==> src/rtl/spi_hub_pkg.sv <==
package spi_hub_pkg;

  typedef enum logic [3:0] {
    SEL_NONE,
    SEL_REV,
    SEL_SYSC,
    SEL_SYSS,
    SEL_STAT,
    SEL_EN,
    SEL_WAKE,
    SEL_SYST,
    SEL_CTRL,
    SEL_CHAN
  } regSel_e;

  // strobes from the decoder to the register datapath
  typedef struct packed {
    logic wrSysc;
    logic wrStat;
    logic wrEn;
    logic wrWake;
    logic wrSyst;
    logic wrCtrl;
    logic badAcc;
  } hubStrobe_t;

  localparam logic [31:0] REV_VALUE  = 32'h0000_0091;
  localparam logic [31:0] SYSC_MASK  = 32'h0000_031D;
  localparam int          SYST_W     = 12;
  localparam int          CTRL_W     = 4;
  localparam logic [3:0]  CTRL_RESET = 4'h4;
  localparam int          CH_REGS    = 5;

endpackage

==> src/rtl/spi_hub_ctrl.sv <==
module spi_hub_ctrl
  import spi_hub_pkg::*;
#(
  parameter int NUM_CH    = 4,
  parameter int ADDR_W    = 8,
  parameter int CH_BASE   = 'h2C,
  parameter int CH_STRIDE = 'h14
) (
  input  logic              busSel,
  input  logic              busWrite,
  input  logic [ADDR_W-1:0] busAddr,
  output hubStrobe_t        strb,
  output regSel_e           rdSel,
  output logic [NUM_CH-1:0] chSel,
  output logic [2:0]        chReg,
  output logic              chWr
);

  logic [NUM_CH-1:0] hitVec;
  logic [2:0]        hitReg;
  logic              wrAcc;

  assign wrAcc = busSel && busWrite;

  // channel window decode
  always_comb begin
    hitVec = '0;
    hitReg = '0;
    for (int n = 0; n < NUM_CH; n++) begin
      for (int r = 0; r < CH_REGS; r++) begin
        if (busAddr == ADDR_W'(CH_BASE + n * CH_STRIDE + 4 * r)) begin
          hitVec[n] = 1'b1;
          hitReg    = 3'(r);
        end
      end
    end
  end

  // module register decode
  always_comb begin
    rdSel = SEL_NONE;
    if (|hitVec) begin
      rdSel = SEL_CHAN;
    end else begin
      case (busAddr)
        ADDR_W'('h00): rdSel = SEL_REV;
        ADDR_W'('h10): rdSel = SEL_SYSC;
        ADDR_W'('h14): rdSel = SEL_SYSS;
        ADDR_W'('h18): rdSel = SEL_STAT;
        ADDR_W'('h1C): rdSel = SEL_EN;
        ADDR_W'('h20): rdSel = SEL_WAKE;
        ADDR_W'('h24): rdSel = SEL_SYST;
        ADDR_W'('h28): rdSel = SEL_CTRL;
        default:       rdSel = SEL_NONE;
      endcase
    end
  end

  always_comb begin
    strb.wrSysc = wrAcc && (rdSel == SEL_SYSC);
    strb.wrStat = wrAcc && (rdSel == SEL_STAT);
    strb.wrEn   = wrAcc && (rdSel == SEL_EN);
    strb.wrWake = wrAcc && (rdSel == SEL_WAKE);
    strb.wrSyst = wrAcc && (rdSel == SEL_SYST);
    strb.wrCtrl = wrAcc && (rdSel == SEL_CTRL);
    strb.badAcc = busSel && (rdSel == SEL_NONE);
  end

  // status (1) and receive (4) are read-only on the channel side
  assign chSel = busSel ? hitVec : '0;
  assign chReg = hitReg;
  assign chWr  = wrAcc && (|hitVec) && (hitReg != 3'd1) && (hitReg != 3'd4);

endmodule

==> src/rtl/spi_hub_regs.sv <==
module spi_hub_regs
  import spi_hub_pkg::*;
#(
  parameter int          NUM_CH    = 4,
  parameter int          DATA_W    = 32,
  parameter logic [31:0] STAT_MASK = 32'h0001_777F
) (
  input  logic              clk,
  input  logic              rstN,
  input  hubStrobe_t        strb,
  input  regSel_e           rdSel,
  input  logic [DATA_W-1:0] wdata,
  input  logic [NUM_CH-1:0] txEv,
  input  logic [NUM_CH-1:0] rxEv,
  output logic [DATA_W-1:0] modRdata,
  output logic [DATA_W-1:0] statQ,
  output logic [DATA_W-1:0] enQ,
  output logic [SYST_W-1:0] systQ,
  output logic [CTRL_W-1:0] ctrlQ,
  output logic              irq,
  output logic              errPulse,
  output logic              swReset
);

  localparam logic [DATA_W-1:0] MASK_W = DATA_W'(STAT_MASK);

  logic [DATA_W-1:0] syscQ;
  logic              wakeQ;
  logic [DATA_W-1:0] evSet;
  logic [DATA_W-1:0] statNext;
  logic              holdClr;
  logic              forceAll;
  logic              softHit;

  // each channel owns a 4-bit lane: bit 0 tx empty, bit 2 rx full
  always_comb begin
    evSet = '0;
    for (int n = 0; n < NUM_CH; n++) begin
      evSet[4 * n]     = txEv[n];
      evSet[4 * n + 2] = rxEv[n];
    end
  end

  assign holdClr  = ctrlQ[3] && systQ[11];
  assign forceAll = (strb.wrSyst && ctrlQ[3] && wdata[11]) ||
                    (strb.wrCtrl && wdata[3] && systQ[11]);
  assign softHit  = strb.wrSysc && wdata[1];

  always_comb begin
    statNext = statQ;
    if (strb.wrStat && !holdClr) statNext = statNext & ~wdata;
    if (forceAll)                statNext = statNext | MASK_W;
    statNext = statNext | evSet;  // set beats clear
  end

  always_ff @(posedge clk or negedge rstN) begin
    if (!rstN) begin
      syscQ    <= '0;
      wakeQ    <= 1'b0;
      statQ    <= '0;
      enQ      <= '0;
      systQ    <= '0;
      ctrlQ    <= CTRL_RESET;
      errPulse <= 1'b0;
      swReset  <= 1'b0;
    end else begin
      errPulse <= strb.badAcc;
      swReset  <= softHit;
      if (softHit) begin
        syscQ <= wdata & DATA_W'(SYSC_MASK);
        wakeQ <= 1'b0;
        statQ <= evSet;
        enQ   <= '0;
        systQ <= '0;
        ctrlQ <= CTRL_RESET;
      end else begin
        statQ <= statNext;
        if (strb.wrSysc) syscQ <= wdata & DATA_W'(SYSC_MASK);
        if (strb.wrEn)   enQ   <= wdata & MASK_W;
        if (strb.wrWake) wakeQ <= wdata[0];
        if (strb.wrSyst) systQ <= wdata[SYST_W-1:0];
        if (strb.wrCtrl) ctrlQ <= wdata[CTRL_W-1:0];
      end
    end
  end

  assign irq = |(statQ & enQ);

  always_comb begin
    case (rdSel)
      SEL_REV:  modRdata = DATA_W'(REV_VALUE);
      SEL_SYSC: modRdata = syscQ;
      SEL_SYSS: modRdata = DATA_W'(1);
      SEL_STAT: modRdata = statQ;
      SEL_EN:   modRdata = enQ;
      SEL_WAKE: modRdata = DATA_W'(wakeQ);
      SEL_SYST: modRdata = DATA_W'(systQ);
      SEL_CTRL: modRdata = DATA_W'(ctrlQ);
      default:  modRdata = '0;
    endcase
  end

endmodule

==> src/rtl/spi_irq_hub.sv <==
module spi_irq_hub
  import spi_hub_pkg::*;
#(
  parameter int          NUM_CH    = 4,
  parameter int          ADDR_W    = 8,
  parameter int          DATA_W    = 32,
  parameter int          CH_BASE   = 'h2C,
  parameter int          CH_STRIDE = 'h14,
  parameter logic [31:0] STAT_MASK = 32'h0001_777F
) (
  input  logic                     clk,
  input  logic                     rstN,
  input  logic                     busSel,
  input  logic                     busWrite,
  input  logic [ADDR_W-1:0]        busAddr,
  input  logic [DATA_W-1:0]        busWdata,
  output logic [DATA_W-1:0]        busRdata,
  output logic                     busErr,
  output logic [NUM_CH-1:0]        chSel,
  output logic [2:0]               chReg,
  output logic                     chWr,
  output logic [DATA_W-1:0]        chWdata,
  input  logic [NUM_CH*DATA_W-1:0] chRdata,
  input  logic [NUM_CH-1:0]        txEmptyEv,
  input  logic [NUM_CH-1:0]        rxFullEv,
  output logic                     swReset,
  output logic                     irqOut
);

  hubStrobe_t        strb;
  regSel_e           rdSel;
  logic [DATA_W-1:0] modRdata;
  logic [DATA_W-1:0] chLane;
  logic [DATA_W-1:0] statQ;
  logic [DATA_W-1:0] enQ;
  logic [SYST_W-1:0] systQ;
  logic [CTRL_W-1:0] ctrlQ;

  spi_hub_ctrl #(
    .NUM_CH(NUM_CH), .ADDR_W(ADDR_W), .CH_BASE(CH_BASE), .CH_STRIDE(CH_STRIDE)
  ) uCtrl (
    .busSel(busSel), .busWrite(busWrite), .busAddr(busAddr),
    .strb(strb), .rdSel(rdSel), .chSel(chSel), .chReg(chReg), .chWr(chWr)
  );

  spi_hub_regs #(
    .NUM_CH(NUM_CH), .DATA_W(DATA_W), .STAT_MASK(STAT_MASK)
  ) uRegs (
    .clk(clk), .rstN(rstN), .strb(strb), .rdSel(rdSel), .wdata(busWdata),
    .txEv(txEmptyEv), .rxEv(rxFullEv), .modRdata(modRdata),
    .statQ(statQ), .enQ(enQ), .systQ(systQ), .ctrlQ(ctrlQ),
    .irq(irqOut), .errPulse(busErr), .swReset(swReset)
  );

  always_comb begin
    chLane = '0;
    for (int n = 0; n < NUM_CH; n++) begin
      if (chSel[n]) chLane = chRdata[n * DATA_W +: DATA_W];
    end
  end

  assign chWdata  = busWdata;
  assign busRdata = !busSel ? '0 : (rdSel == SEL_CHAN) ? chLane : modRdata;

endmodule

==> config.mk <==
export PLATFORM = sky130hd
export DESIGN_NAME = spi_irq_hub
export DESIGN_NICKNAME = d
export VERILOG_FILES = /design/src/rtl/spi_hub_pkg.sv /design/src/rtl/spi_hub_ctrl.sv /design/src/rtl/spi_hub_regs.sv /design/src/rtl/spi_irq_hub.sv
export SDC_FILE = /design/constraint.sdc
export NUM_CORES = 1
export LEC_CHECK = 0
export BUFFER_PORTS_ARGS = -buffer_cell sky130_fd_sc_hd__buf_2
export CORE_ASPECT_RATIO = 1.2
export CORE_MARGIN = 2
export CORE_UTILIZATION = 40
export CTS_BUF_LIST = sky130_fd_sc_hd__clkbuf_2
export DETAILED_ROUTE_END_ITERATION = 10
export GPL_TIMING_DRIVEN = 1
export PLACE_DENSITY = 0.76
export SLEW_MARGIN = 0
export SYNTH_ARGS = -nofsm -noshare
export SYNTH_HDL_FRONTEND = slang
export SYNTH_HIERARCHICAL = 1
export SYNTH_SLANG_ARGS = --single-unit
==> constraint.sdc <==
create_clock -name clk -period 11.55 [get_ports clk]
set_clock_uncertainty 0.05 [all_clocks]
set_input_delay 2.31 -clock clk [delete_from_list [all_inputs] [get_ports clk]]
set_output_delay 2.31 -clock clk [all_outputs]
set_load 0.05 [all_outputs]
# After elaboration in Yosys (flattened, before gate mapping)
# Cells that the tools add are included.
# word_totals
regBits	115
wordCells	141
input_bits	180
# op_classes
n_reduce_logical	29
n_bitwise	4
muxes	62
n_eq_ne	38
# op_table
op	n
2-to-1 mux 32 bit	12
one-hot mux 32 bit (8 select lines)	1
equality test 8 x 7 -> 1 bit, second input constant	15
bitwise AND 32 bit	2
equality test 8 x 6 -> 1 bit, second input constant	8
2-to-1 mux 3 bit	16
equality test 8 x 5 -> 1 bit, second input constant	4
inverter 32 bit	1
bitwise OR 32 x 15 -> 32 bit	1
one-hot mux 4 bit (8 select lines)	1
OR reduction 32 bit	1
2-to-1 mux 12 bit	2
2-to-1 mux 1 bit	23
logical AND 1 bit	18
2-to-1 mux 17 bit	1
equality test 4 x 3 -> 1 bit, second input constant	4
2-to-1 mux 4 bit	4
nonzero test 2 bit	5
equality test 4 x 2 -> 1 bit, second input constant	2
equality test 4 bit, second input constant	2
zero test 8 bit	1
equality test 4 x 1 -> 1 bit, second input constant	1
zero test 4 bit	1
2-to-1 mux 2 bit	2
5 further kinds	5

# Depth between registers and ports, before layout
# logic_depth
word_depth	23
mapped_depth	13
mapped_depth_nobuf	10

# By module
# Netlist, hierarchy kept.
# by_module_without_submodules
mod	instances	area_each_um2	cells_each
spi_hub_regs	1	3484.6	343
spi_irq_hub	1	1771.7	291
spi_hub_ctrl	1	504.2	84

# Least setup slack after synthesis
# Ideal clock, no wire load.
# synth_timing
path_type	in2out
from	input busAddr[3]
to	output busRdata[10]
t_required_ns	9.190
t_arrival_ns	5.896
path_buffers	4
cell_stages	9
setup_slack_ns	3.294
path_cell_list	clkbuf_1 or2_2 clkbuf_1 a211oi_1 buf_6 buf_4 a21oi_1 a221o_1 a31oi_1
# synth_between
word_cells_on_any_way	68
classes_between	eq/ne (36); mux (30); reduce/logical (2)
# synth_rtl
item	line	rtl
start, declared	spi_irq_hub.sv:15	input logic [ADDR_W-1:0] busAddr,
equality test 8 x 7 -> 1 bit	spi_hub_ctrl.sv:31	if (busAddr == ADDR_W'(CH_BASE + n * CH_STRIDE + 4 * r)) begin
2-to-1 mux 1 bit (4 in a row)	spi_hub_ctrl.sv:31	
2-to-1 mux 1 bit *	spi_hub_ctrl.sv:31	
2-to-1 mux 4 bit *	spi_hub_ctrl.sv:70	assign chSel = busSel ? hitVec : '0;
via chSel[1]	spi_irq_hub.sv:19	output logic [NUM_CH-1:0] chSel,
2-to-1 mux 32 bit * (3 in a row)	spi_irq_hub.sv:58	if (chSel[n]) chLane = chRdata[n * DATA_W +: DATA_W];
2-to-1 mux 32 bit * (2 in a row)	spi_irq_hub.sv:63	assign busRdata = !busSel ? '0 : (rdSel == SEL_CHAN) ? chLane : modRdata;
end, declared	spi_irq_hub.sv:17	output logic [DATA_W-1:0] busRdata,
# Mark *: on every way through the listed nets, which the timed path passes. The rest lies on a longest branch.

# Worst setup path in the final report
# layout_timing
from	input busAddr[3]
to	output busRdata[15]
# layout_between
word_cells_on_any_way	68
classes_between	eq/ne (36); mux (30); reduce/logical (2)
# layout_rtl
item	line	rtl
equality test 8 x 6 -> 1 bit / equality test 8 x 7 -> 1 bit (equally long branches)	spi_hub_ctrl.sv:31	
2-to-1 mux 1 bit (5 in a row)	spi_hub_ctrl.sv:31	
OR reduction 4 bit	spi_hub_ctrl.sv:42	if (|hitVec) begin
2-to-1 mux 4 bit *	spi_hub_ctrl.sv:42	
via rdSel[0]	spi_irq_hub.sv:31	regSel_e rdSel;
equality test 4 bit, or another cell as far along	spi_hub_regs.sv:90	case (rdSel)
one-hot mux 32 bit (8 select lines)	spi_hub_regs.sv:90	
2-to-1 mux 32 bit * (2 in a row)	spi_irq_hub.sv:63	
# Marks and branches as above.

==> results.py <==
metrics = {
    "synth": {
        "yosys_warnings": 6,
        "syn-num-nets": 879,
        "netlist_instances": 699,
        "syn_area_um2": 5620,
        "syn_avg_cell_area_um2": 8.04,
    },
    "sta": {
        "maxSlewViolCount": 0,
        "fin_crit_sh": 0.695,
        "min_period_ps": 8020,
        "fin_setup_tns_ps": 0,
        "max_freq_mhz": 125,
        "rsz0062_at_grt": "no",
        "hold_viol": 0,
        "worstMarginPinSlew_ps": 1350,
        "finalSetupViolCount": 0,
        "slew_headroom": 0.0926,
    },
    "power_and_ir_drop": {
        "powerDensity_nw_per_um2": 71.4,
        "ir_drop_v": 0.0000395,
        "p_leak_nw": 3.21,
    },
    "drt": {
        "drc": 0,
        "firstDrtPassIters": 6,
        "wl_met1_um": 8080,
        "routed-via-count": 5961,
        "wl_met2_um": 9000,
        "drtAntennaViolNets": 0,
        "routedWlPerCell_um": 18.0,
        "drt_wl_total_um": 19000,
        "dr.max_layer_used": "met4",
        "first_iter_violations": 742,
        "vias_per_cell": 5.66,
        "wl_met3_um": 1500,
    },
    "clock_tree": {
        "cts-resized-gates": 0,
        "postCtsHoldBufs": 0,
        "root_buffer": "clkbuf_2",
        "clk_latency_ps": 510,
        "tritoncts": "yes",
        "clock-sinks": 71,
        "postCtsSetupRepairBufs": 0,
        "cts_max_level": 3,
        "clk_pin_slew_ps": 190,
        "cts_buffers": 9,
        "cts_buffer_depth": 2,
    },
    "worst_setup_path": {
        "cp-startpoint": "busAddr[3]",
        "cp-end-kind": "output port",
        "max_stage_delay_ps": 640,
        "r2r-start": "uRegs/ctrlQ[3]",
        "slowest_stage": "nor2_1",
        "cp.required_ps": 9190,
        "cp.arrival_ps": 5660,
        "path_max_fanout": 44,
        "crit_chain": "buf_2, or2_2, a22oi_1, mux2i_1, nor2_1, and4bb_2, buf_4, o21ai_0, a31oi_1, buf_2",
        "timing.critical_path.mode_cell": "buf_2",
        "startpoint_type": "input pin",
        "r2r_setup_slack_ps": 10050,
        "crit_type": "in2out",
    },
    "place": {
        "routabilityCongestion": 0.899,
        "dp_hpwl_um": 13900,
        "io_buffers": 254,
        "placed_area_um2": 6640,
    },
    "global_routing": {
        "antenna_found_initial": 2,
        "grt_pass1_vias": 5370,
        "grt_pass1_wl_um": 28700,
        "overflow": 0,
        "grt_max_degree": 72,
        "grt_usage": 0.238,
    },
    "die": {
        "core.rowCount": 47,
        "dieArea_um2": 15000,
        "core_um2": 13800,
        "start_util": 0.409,
        "die_w_um": 112,
        "die_h_um": 134,
        "io_pins": 255,
    },
    "min_path": {
        "hp-start": "uRegs/statQ[23]",
        "hold_path.class": "reg2reg",
    },
    "cells_and_area": {
        "final_cell_mix": "254 x buf_2, 78 x nand2_1, 70 x dfrtp_1",
        "final_cell_area_um2": 6730,
        "area_growth_syn_to_layout_pct": 19.6,
        "fin_nets": 1056,
        "final_common_cell": "buf_2",
        "drive_gt1_frac": 0.348,
    },
    "run": {
        "maxCapViolCount": 0,
    },
    "status": {
        "outcome": "finished, final reports clean",
    },
}
-- state kept, by name (all words and copies together) (netlist names) --
name	flops
uRegs/systQ	12
uRegs/syscQ	6
uRegs/ctrlQ	4
uRegs/statQ	32
uRegs/enQ	14
uRegs/swReset	1
uRegs/wakeQ	1
uRegs/errPulse	1
-- cell type report --
type | count | area, um^2
Fill cell | 1367 | 7040
Multi-Input combinational cell | 487 | 3120
Sequential cell | 71 | 1780
Timing Repair Buffer | 267 | 1370
Tap cell | 171 | 214
Inverter | 40 | 150
Clock buffer | 9 | 45.0
Clock inverter | 7 | 40.0
Antenna cell | 2 | 5.00
-- routing by layer --
layer	vias to the layer above	track usage
met5	-	0
met4	0	0.0806
met3	31	0.0366
met2	300	0.379
met1	2779	0.333
li1	2851	-
-- worst paths after layout --
kind,end,cells past startpoint
setup / recovery,busRdata[15],10
hold / removal,uRegs/statQ[23],2
setup reg to reg,uRegs/statQ[1],5
hold reg to reg,uRegs/statQ[23],2
max in group asynchronous,uRegs/ctrlQ[3],2
min in group asynchronous,uRegs/statQ[17],2
-- report_power, final --
part           internal, mW  switching (mW)  total (mW)
Clock                0.0264          0.0910       0.117
Sequential            0.252         0.00178       0.254
Combinational        0.0382          0.0712       0.109
-- stage by stage --
stage,std cells,hold WS [ps],worst slack (ps),utilization,total power [mW]
finish,1054,459,3530,0.489,0.480
global route,1054,475,3240,0.489,0.506
CTS,1052,459,3580,0.488,0.485
detailed placement,1036,434,3570,0.482,0.367
global placement,1036,431,3680,0.482,0.367
floorplan,699,421,3290,-,0.321
-- critical path: cells and delay by family --
family / cells / cell delay [ps]
and+or+nand+nor: 3 / 1680
muxes: 1 / 130
buffers and inverters: 3 / 970
AOI/OAI and AO/OA: 3 / 540
(Power assumes the default switching activity.)
